--- config.mk ---
export PLATFORM = sky130hd
export DESIGN_NAME = epwm_pair
export DESIGN_NICKNAME = d
export VERILOG_FILES = /design/src/rtl/epwm_pkg.sv /design/src/rtl/epwm_timebase.sv /design/src/rtl/epwm_action.sv /design/src/rtl/epwm_edge_delay.sv /design/src/rtl/epwm_pair.sv
export SDC_FILE = /design/constraint.sdc
export NUM_CORES = 1
export LEC_CHECK = 0
export BUFFER_PORTS_ARGS = -buffer_cell sky130_fd_sc_hd__buf_4
export CORE_ASPECT_RATIO = 0.5
export CORE_UTILIZATION = 38
export CTS_CLUSTER_SIZE = 30
export DETAILED_ROUTE_END_ITERATION = 16
export GPL_ROUTABILITY_DRIVEN = 1
export SYNTH_ARGS = -nofsm -noshare
export SYNTH_HDL_FRONTEND = slang
export SYNTH_SLANG_ARGS = --single-unit
--- constraint.sdc ---
create_clock -name clk -period 3.35 [get_ports clk]
set_input_delay 0.5025 -clock clk [delete_from_list [all_inputs] [get_ports clk]]
set_output_delay 0.5025 -clock clk [all_outputs]
set_load 0.005 [all_outputs]
--- src/rtl/epwm_pkg.sv ---
// Shared types for the complementary PWM generator.
// Assumes 2-bit action and mode encodings as listed in the brief.
package epwm_pkg;

    typedef enum logic [1:0] {
        MODE_UP   = 2'b00,
        MODE_DOWN = 2'b01,
        MODE_UPDN = 2'b10,
        MODE_ALT  = 2'b11
    } cnt_mode_e;

    typedef enum logic [1:0] {
        ACT_NONE = 2'b00,
        ACT_CLR  = 2'b01,
        ACT_SET  = 2'b10,
        ACT_TGL  = 2'b11
    } act_e;

    typedef struct packed {
        logic at_zero;
        logic at_prd;
        logic at_cmpb;
        logic at_cmpa;
        logic rising;
    } tb_evt_t;

    localparam int ACT_W = 12;

    // Next waveform level for a given action code.
    function automatic logic apply_act(input logic cur, input logic [1:0] code);
        case (code)
            ACT_CLR: return 1'b0;
            ACT_SET: return 1'b1;
            ACT_TGL: return ~cur;
            default: return cur;
        endcase
    endfunction

    // Fault override: returns {enable, level}.
    function automatic logic [1:0] trip_drive(input logic [1:0] st);
        if (st[1])          return 2'b00;
        else if (st[0])     return 2'b11;
        else                return 2'b10;
    endfunction

endpackage

--- src/rtl/epwm_timebase.sv ---
// Time-base counter with up, down and up-down modes plus phase preset.
// Decodes zero, period and compare events from the current count.
// Assumes period > 0; direction flag only moves in up-down mode.
module epwm_timebase
    import epwm_pkg::*;
#(
    parameter int CW = 16
) (
    input  logic          clk,
    input  logic          rst_n,
    input  logic          run,
    input  logic [1:0]    mode,
    input  logic [CW-1:0] period,
    input  logic [CW-1:0] phase,
    input  logic          phase_ld,
    input  logic [CW-1:0] cmp_a,
    input  logic [CW-1:0] cmp_b,
    output logic [CW-1:0] cnt,
    output tb_evt_t       evt
);

    logic up_q;

    // Advance or preset the counter and its direction.
    always_ff @(posedge clk) begin
        if (!rst_n) begin
            cnt  <= '0;
            up_q <= 1'b1;
        end else if (phase_ld) begin
            cnt  <= phase;
            up_q <= 1'b1;
        end else if (run) begin
            case (mode)
                MODE_DOWN: cnt <= (cnt == '0) ? period : cnt - 1'b1;
                MODE_UPDN: begin
                    if (up_q) begin
                        if (cnt >= period) begin
                            cnt  <= cnt - 1'b1;
                            up_q <= 1'b0;
                        end else begin
                            cnt <= cnt + 1'b1;
                        end
                    end else if (cnt == '0) begin
                        cnt  <= {{(CW-1){1'b0}}, 1'b1};
                        up_q <= 1'b1;
                    end else begin
                        cnt <= cnt - 1'b1;
                    end
                end
                default:   cnt <= (cnt >= period) ? '0 : cnt + 1'b1;
            endcase
        end
    end

    // Event decode from the present count.
    always_comb begin
        evt.at_zero = (cnt == '0);
        evt.at_prd  = (cnt == period);
        evt.at_cmpa = (cnt == cmp_a);
        evt.at_cmpb = (cnt == cmp_b);
        case (mode)
            MODE_DOWN: evt.rising = 1'b0;
            MODE_UPDN: evt.rising = up_q;
            default:   evt.rising = 1'b1;
        endcase
    end


    up_step_chk: assert property (@(posedge clk) disable iff (!rst_n)
        (run && mode == MODE_UP && cnt < period && !phase_ld)
        |=> cnt == CW'($past(cnt) + 1'b1));


    updn_range_chk: assert property (@(posedge clk) disable iff (!rst_n)
        (run && mode == MODE_UPDN && !phase_ld && cnt <= period)
        |=> cnt <= $past(period));


    hold_cnt_chk: assert property (@(posedge clk) disable iff (!rst_n)
        (!run && !phase_ld) |=> $stable(cnt));

endmodule

--- src/rtl/epwm_action.sv ---
// Action qualifier: picks one action code per clock from the event set
// by fixed priority (zero, period, B, A) and updates the raw waveform.
// Assumes act_cfg layout as in the brief; acts only while running.
module epwm_action
    import epwm_pkg::*;
(
    input  logic             clk,
    input  logic             rst_n,
    input  logic             run,
    input  tb_evt_t          evt,
    input  logic [ACT_W-1:0] act_cfg,
    output logic             raw
);

    logic [1:0] code;

    // Priority select of the winning event's code.
    always_comb begin
        if (evt.at_zero)      code = act_cfg[1:0];
        else if (evt.at_prd)  code = act_cfg[3:2];
        else if (evt.at_cmpb) code = evt.rising ? act_cfg[7:6] : act_cfg[11:10];
        else if (evt.at_cmpa) code = evt.rising ? act_cfg[5:4] : act_cfg[9:8];
        else                  code = ACT_NONE;
    end

    // Raw waveform register.
    always_ff @(posedge clk) begin
        if (!rst_n)   raw <= 1'b0;
        else if (run) raw <= apply_act(raw, code);
    end


    hold_raw_chk: assert property (@(posedge clk) disable iff (!rst_n)
        !run |=> $stable(raw));

endmodule

--- src/rtl/epwm_edge_delay.sv ---
// Delays the rising edge of its input by dly+1 clocks; falling edge
// passes after one clock. Highs shorter than dly+1 clocks are dropped.
module epwm_edge_delay #(
    parameter int DW = 16
) (
    input  logic          clk,
    input  logic          rst_n,
    input  logic          din,
    input  logic [DW-1:0] dly,
    output logic          dout
);

    logic [DW-1:0] wait_q;

    // Count high time and release the output after the delay.
    always_ff @(posedge clk) begin
        if (!rst_n || !din) begin
            wait_q <= '0;
            dout   <= 1'b0;
        end else if (wait_q >= dly) begin
            dout   <= 1'b1;
        end else begin
            wait_q <= wait_q + 1'b1;
        end
    end


    rise_after_in_chk: assert property (@(posedge clk) disable iff (!rst_n)
        $rose(dout) |-> $past(din));


    low_clears_chk: assert property (@(posedge clk) disable iff (!rst_n)
        !din |=> !dout);

endmodule

--- src/rtl/epwm_pair.sv ---
// Top: run control, time base, action qualifier, dead-band pair and
// fault override. The N side is the delayed complement of the raw wave;
// the fault override sits after the dead band and is combinational.
module epwm_pair
    import epwm_pkg::*;
#(
    parameter int CW  = 16,
    parameter int DBW = 16
) (
    input  logic             clk,
    input  logic             rst_n,
    input  logic [1:0]       mode,
    input  logic [CW-1:0]    period,
    input  logic [CW-1:0]    phase,
    input  logic             phase_ld,
    input  logic             sw_start,
    input  logic             sw_stop,
    input  logic             ext_start,
    input  logic             ext_stop,
    input  logic [CW-1:0]    cmp_a,
    input  logic [CW-1:0]    cmp_b,
    input  logic [ACT_W-1:0] act_cfg,
    input  logic [DBW-1:0]   db_rise,
    input  logic [DBW-1:0]   db_fall,
    input  logic             trip,
    input  logic [1:0]       trip_p_cfg,
    input  logic [1:0]       trip_n_cfg,
    output logic [CW-1:0]    ctr,
    output logic             pwm_p,
    output logic             pwm_n,
    output logic             oe_p,
    output logic             oe_n
);

    localparam int NSIDE = 2;

    logic           run_q;
    logic           raw;
    tb_evt_t        evt;
    logic [NSIDE-1:0] db_in;
    logic [NSIDE-1:0] db_out;
    logic [DBW-1:0] db_dly [NSIDE];

    // Run flag: stop strobes override start strobes.
    always_ff @(posedge clk) begin
        if (!rst_n)                    run_q <= 1'b0;
        else if (sw_stop || ext_stop)  run_q <= 1'b0;
        else if (sw_start || ext_start) run_q <= 1'b1;
    end

    epwm_timebase #(.CW(CW)) u_tb (
        .clk      (clk),
        .rst_n    (rst_n),
        .run      (run_q),
        .mode     (mode),
        .period   (period),
        .phase    (phase),
        .phase_ld (phase_ld),
        .cmp_a    (cmp_a),
        .cmp_b    (cmp_b),
        .cnt      (ctr),
        .evt      (evt)
    );

    epwm_action u_aq (
        .clk     (clk),
        .rst_n   (rst_n),
        .run     (run_q),
        .evt     (evt),
        .act_cfg (act_cfg),
        .raw     (raw)
    );

    assign db_in[0]  = raw;
    assign db_in[1]  = ~raw;
    assign db_dly[0] = db_rise;
    assign db_dly[1] = db_fall;

    for (genvar g = 0; g < NSIDE; g++) begin : g_side
        epwm_edge_delay #(.DW(DBW)) u_dly (
            .clk   (clk),
            .rst_n (rst_n),
            .din   (db_in[g]),
            .dly   (db_dly[g]),
            .dout  (db_out[g])
        );
    end

    // Fault override after the dead band.
    always_comb begin
        if (trip) begin
            {oe_p, pwm_p} = trip_drive(trip_p_cfg);
            {oe_n, pwm_n} = trip_drive(trip_n_cfg);
        end else begin
            {oe_p, pwm_p} = {1'b1, db_out[0]};
            {oe_n, pwm_n} = {1'b1, db_out[1]};
        end
    end


    no_overlap_chk: assert property (@(posedge clk) disable iff (!rst_n)
        !(db_out[0] && db_out[1]));


    stop_wins_chk: assert property (@(posedge clk) disable iff (!rst_n)
        (sw_stop || ext_stop) |=> !run_q);

endmodule

# ---- After elaboration in Yosys (flattened, before gate mapping)
# Cells that the tools add are included.
dict set report word_totals {
  output_inout_bits 20
  input_bits 122
  reg_bits 53
  wordCells 65
}
dict set report op_classes {
  mux 27
  magnitude_cmp 3
  bitwise_logic 2
  n_eq_ne 8
  n_addsub 4
  n_reduce_logical 13
}
# operator n
set ops {}
lappend ops {{2-to-1 mux 16 bit} 7}
lappend ops {{adder 16 x 1 -> 16 bit (second input constant)} 3}
lappend ops {{== test 16 bit} 3}
lappend ops {{>= comparator 16 bit} 3}
lappend ops {{case mux 16 bit (2 select lines)} 1}
lappend ops {{logical NOT 16 bit} 1}
lappend ops {{2-to-1 mux 2 bit} 8}
lappend ops {{subtractor 16 x 1 -> 16 bit (second input constant)} 1}
lappend ops {{2-to-1 mux 1 bit} 9}
lappend ops {{== test 2 bit (second input constant)} 3}
lappend ops {{== test 2 x 1 -> 1 bit (second input constant)} 2}
lappend ops {{logical OR 1 bit} 4}
lappend ops {{AND reduction 2 bit} 2}
lappend ops {{OR reduction 2 bit} 2}
lappend ops {{case mux 1 bit (3 select lines)} 1}
lappend ops {{nonzero test 3 bit} 1}
lappend ops {{logical NOT 1 bit} 2}
lappend ops {{inverter 1 bit} 2}
lappend ops {{case mux 1 bit (2 select lines)} 1}
lappend ops {{nonzero test 2 bit} 1}

# ---- Logic depth before layout (Yosys ltp)
dict set report logic_depth {
  word_depth 10
  mapped_depth 13
  depth_no_buf 10
}

# ---- Modules after synthesis
# From an unflattened synthesis, not the netlist that was laid out.
dict set report hier_totals {
  cells_unflattened 738
  area_unflattened_um2 5589.1
}
# module seq_area_each_um2 cells_per_inst area_per_inst_um2 instances
set by_module_without_submodules {}
lappend by_module_without_submodules {epwm_timebase 340.3 402 2832.7 1}
lappend by_module_without_submodules {{epwm_edge_delay at g_side[0].u_dly} 340.3 159 1280.0 1}
lappend by_module_without_submodules {{epwm_edge_delay at g_side[1].u_dly} 340.3 147 1244.9 1}
lappend by_module_without_submodules {epwm_action 20.0 18 147.6 1}
lappend by_module_without_submodules {epwm_pair 20.0 12 83.8 1}

# ---- Worst setup path before layout
# OpenSTA, ideal clock, no wires.
dict set report synth_timing {
  kind {flip-flop to flip-flop}
  startpoint {reg u_tb.cnt[0]}
  endpoint {reg u_tb.cnt[12]}
  setup_ps 122
  stages_incl_launch_ff 13
  t_required_ps 3228
  path_buffers 4
  synth_period_minus_slack_ps 2794
  arrival_time_ps 2672
  slack_ps 556
  cell_sequence {dfxtp_1 clkbuf_1 inv_1 ha_1 nand4_1 o21ai_0 a311oi_1 and3_1 clkbuf_1 buf_2 clkbuf_1 a21oi_1 o32a_1}
}
dict set report synth_via {
  elab_chain_cells 6
  elab_cells_between_ends 12
  classes_between {add/sub (2); order compare (1); mux (8); reduce/logical (1)}
}
# item line
set synth_lines {}
lappend synth_lines {{start, declared} epwm_timebase.sv:18} ;# output logic [CW-1:0] cnt,
lappend synth_lines {{start signal, assigned} epwm_timebase.sv:30} ;# cnt <= phase;
lappend synth_lines {{start signal, assigned} epwm_timebase.sv:34} ;# MODE_DOWN: cnt <= (cnt == '0) ? period : cnt - 1'b1;
lappend synth_lines {{start signal, assigned} epwm_timebase.sv:38} ;# cnt <= cnt - 1'b1;
lappend synth_lines {{subtractor 16 x 1 -> 16 bit (tied with other cells)} {epwm_timebase.sv:34, epwm_timebase.sv:38, epwm_timebase.sv:47}}
lappend synth_lines {{2-to-1 mux 16 bit (on tied branches)} {epwm_timebase.sv:43, epwm_timebase.sv:37}}
lappend synth_lines {{2-to-1 mux 16 bit} epwm_timebase.sv:36} ;# if (up_q) begin
lappend synth_lines {{case mux 16 bit (2 select lines) *} epwm_timebase.sv:33} ;# case (mode)
lappend synth_lines {{2-to-1 mux 16 bit *} epwm_timebase.sv:32} ;# end else if (run) begin
lappend synth_lines {{2-to-1 mux 16 bit *} epwm_timebase.sv:29} ;# end else if (phase_ld) begin
# Mark *: on every way between the ends. The rest lies on a longest branch, timed or not. The select of a mux whose other input is x is not followed.
# A chain may end at the register's enable or synchronous reset.

# ---- Final worst setup path
dict set report layout_timing {
  startpoint {reg u_tb.cnt[2]}
  endpoint {reg u_tb.cnt[15]}
}
# Same word-level chain as after synthesis.

==> impl_results.md <==
* Drt first pass iters at 5
* Vias in the first global route at 5518
* Final Critical Period at 2.88 ns
* Syn avg cell area at 7.35 sq um
* Postcts setup bufs at 0
* Comb pwr share at 35.2%
* CTS Sinks at 53
* Initial DRC Count at 451
* Die Span Y at 87.5 um
* Slowest stage delay, CP at 0.64 ns
* Post-synth EDFFs at 0
* Drt wl/cell at 16.5 um
* Gp weighted congestion at 0.906
* CTS tree: done
* Overall routing resource usage at 23.3%
* Global-route wire length before repair at 28.5 mm
* Nets at 1061
* Post-DRT Antenna Nets at 0
* Initial Utilization at 39.9%
* Worst Clk Skew at 0.00539 ns
* Largest net degree at the start of global routing at 27
* Final Setup Violations at 0
* Hold Slack at 0.362 ns
* Diode count at 0
* Pin slew with the least headroom to its limit at 0.845 ns
* Via/cell ratio at 5.54
* Synth unique cells at 65
* Setup_tns at 0 ns
* Pwr dens at 269 mW/mm^2
* Max-Slew Margin vs Limit at 43.3%
* Port Buffers at 141
* Status: complete, no violations
* Slew Viols, Final at 0
* Post-cts sizing count at 0
* Final hold violations at 0
* Synth Register Bits at 53
* Initial antenna violation count at 0
* Design internal power at 1250 uW
* H-tree Lvls at 2
* Unrepaired setup endpoints after global routing: false
* Cell Chain, Critical Path: or4_1, nor2_1, nand3_1, nor4_1, xnor2_1, a21oi_1, a2111oi_0, nor3_1
* I/O pin count at 142
* Peak supply drop at 193 uV
* Die Area at 0.0151 sq mm
* Dpl hpwl at 13.6 mm
* Core area at 0.0139 sq mm
* CP arrival at 3.06 ns
* Final Cycle Share at 86.0%
* Number of cell rows at 30
* Top FF cell, synth: dfxtp_1
* Share of post-route cells with drive strength above 1 at 21.4%
* WL final at 17.8 mm
* Sequential power share at 35.9%
* Syn Inst Count at 757
* Pre-CTS WS at 0.505 ns
* Synth async-reset ratio at 0%
* Startpoint Class: register
* Yosys Warn Count at 0
* Mapped cell area at 0.00556 sq mm
* Maximum clock rate at 0.347 GHz
* Clock buffer depth at 2
* Worst Setup End Kind: register
* HP Class: in -> reg
* CTS Hold Bufs at 0
* LEAKAGE at 0.00325 uW
* Clock root buffer: clkbuf_16
* Die width at 173 um
* Overflow after GRT at 0
* Sequential area share after synthesis at 19.1%
* Max Cap Viol at 0
* Clock transition at path regs at 0.08 ns
* Post-Syn Nets at 933
* DRC violations left at 0
* Clock Power Share at 28.8%
* Switching power share of the total at 34.0%
* Sw Pwr at 643 uW
* Worst-Skew Late Latency at 0.30 ns
* Via Count at 5972
* CTS buffer count at 5
* Worst Path Max Fanout at 10
* Area Growth Syn to Fin at 26.5%
* Crit Path Class: reg -> reg
* Final worst slack at 0.468 ns
* Critical path required time at 3.53 ns
* Critical path's slowest cell: or4_1
[cell usage after synthesis, types with 6 or more instances]
master	n	area, sq um
a211oi_1	6	45.0
a21o_1	12	90.1
a21oi_1	50	250
and2_1	6	37.5
and3_1	18	113
buf_2	8	40.0
clkbuf_1	37	139
dfxtp_1	53	1060
ha_1	54	676
inv_1	59	221
mux2i_1	10	100
nand2_1	55	206
nand2b_1	6	37.5
nand3_1	25	125
nand4_1	24	150
nor2_1	57	214
nor3_1	14	70.1
nor4_1	11	68.8
o211ai_1	10	75.1
o21ai_0	47	235
o22ai_1	8	50.1
o31ai_1	13	97.6
or3_1	17	106
or4_1	9	67.6
xnor2_1	36	315
xor2_1	37	324
[state kept, by name, indices dropped and copies added, names as in the netlist]
| name | count |
|---|---|
| u_tb.up_q | 1 |
| g_side.u_dly.dout | 2 |
| g_side.u_dly.wait_q | 32 |
| u_aq.raw | 1 |
| run_q | 1 |
| u_tb.cnt | 16 |
[per-layer routing]
| metal | global-route usage, % | vias to the layer above | part of all wire, % | wire length [um] |
|---|---|---|---|---|
| met5 | 0 | - | 0 | 0 |
| met3 | 3.52 | 25 | 7.1 | 1270 |
| met1 | 31.6 | 2758 | 46 | 8160 |
| li1 | - | 2980 | - | - |
| met4 | 5.87 | 0 | 1.5 | 259 |
| met2 | 39.3 | 209 | 45 | 8070 |
[area by class of cell]
class	count	area (sq um)
multi-input combinational	592	4070
inverter	61	229
tap	192	240
clock buffer	6	129
clock inverter	2	15.0
fill	1384	6890
sequential	53	1060
timing repair buffer	172	1290
[kinds of logic after synthesis]
family                   after synthesis  synth area share, %
AO/OA/AOI/OAI                        187                 21.7
XOR/XNOR                              73                 11.5
adder cells (fa/ha/maj)               54                 12.2
buffers and inverters                112                 7.88
flip-flops                            53                 19.1
multiplexers                          12                 2.21
AND/OR/NAND/NOR                      266                 25.5
[power groups by stage]
| stage | combinational, uW | clock, uW | sequential (uW) |
|---|---|---|---|
| finish | 667 | 546 | 680 |
| global placement | 658 | 0 | 694 |
| floorplan | 400 | 0 | 679 |
| detailed placement | 660 | 0 | 694 |
| CTS | 663 | 558 | 679 |
| global route | 732 | 583 | 683 |
[worst max-delay path: cells and delay by family (launching register included)]
kind	cells	cell delay (ns)
compound gates	2	0.56
xor+xnor	1	0.21
flops	1	0.47
simple gates	5	1.52
[through the flow]
stage          instance area, sq um  utilization (%)  power (uW)  instances
3_5_place_dp                   6890             49.5        1350       1070
6_report                       7030             50.5        1890       1078
5_1_grt                        7030             50.5        2000       1078
3_3_place_gp                   6890             49.5        1350       1070
4_1_cts                        7030             50.5        1900       1078
2_1_floorplan                  5560                -        1080        757
[path summary, 6_finish.rpt]
| kind | start | endpoint | slack [ns] | depth (start not counted) |
|---|---|---|---|---|
| max reg2reg | u_tb.cnt[2] | u_tb.cnt[15] | 0.47 | 8 |
| min | sw_stop | run_q | 0.36 | 2 |
| max | u_tb.cnt[2] | u_tb.cnt[15] | 0.47 | 8 |
| min reg2reg | g_side[1].u_dly.dout | g_side[1].u_dly.dout | 0.46 | 2 |
[cell usage in the layout (no fill, tap or decap), types with 3 or more instances in the layout]
cell type / n
nand2_1: 55
and4_1: 5
buf_4: 172
a31oi_1: 3
nand3b_1: 5
xnor2_1: 36
and3_1: 18
clkbuf_16: 5
nand2b_1: 6
a2111oi_0: 3
or3_1: 17
nor2_1: 57
o22ai_1: 8
o31ai_1: 12
a22oi_1: 4
and2_1: 6
o211ai_1: 10
or4_1: 9
o21a_1: 5
o21ai_0: 47
a21oi_1: 50
xor2_1: 37
a21o_1: 12
a221oi_1: 3
inv_1: 59
nor3_1: 14
nand4_1: 24
dfxtp_1: 53
a211oi_1: 6
ha_1: 54
mux2i_1: 10
a21boi_0: 3
nor4_1: 11
nand3_1: 25
Note: power is estimated with default switching activity, not from simulation.
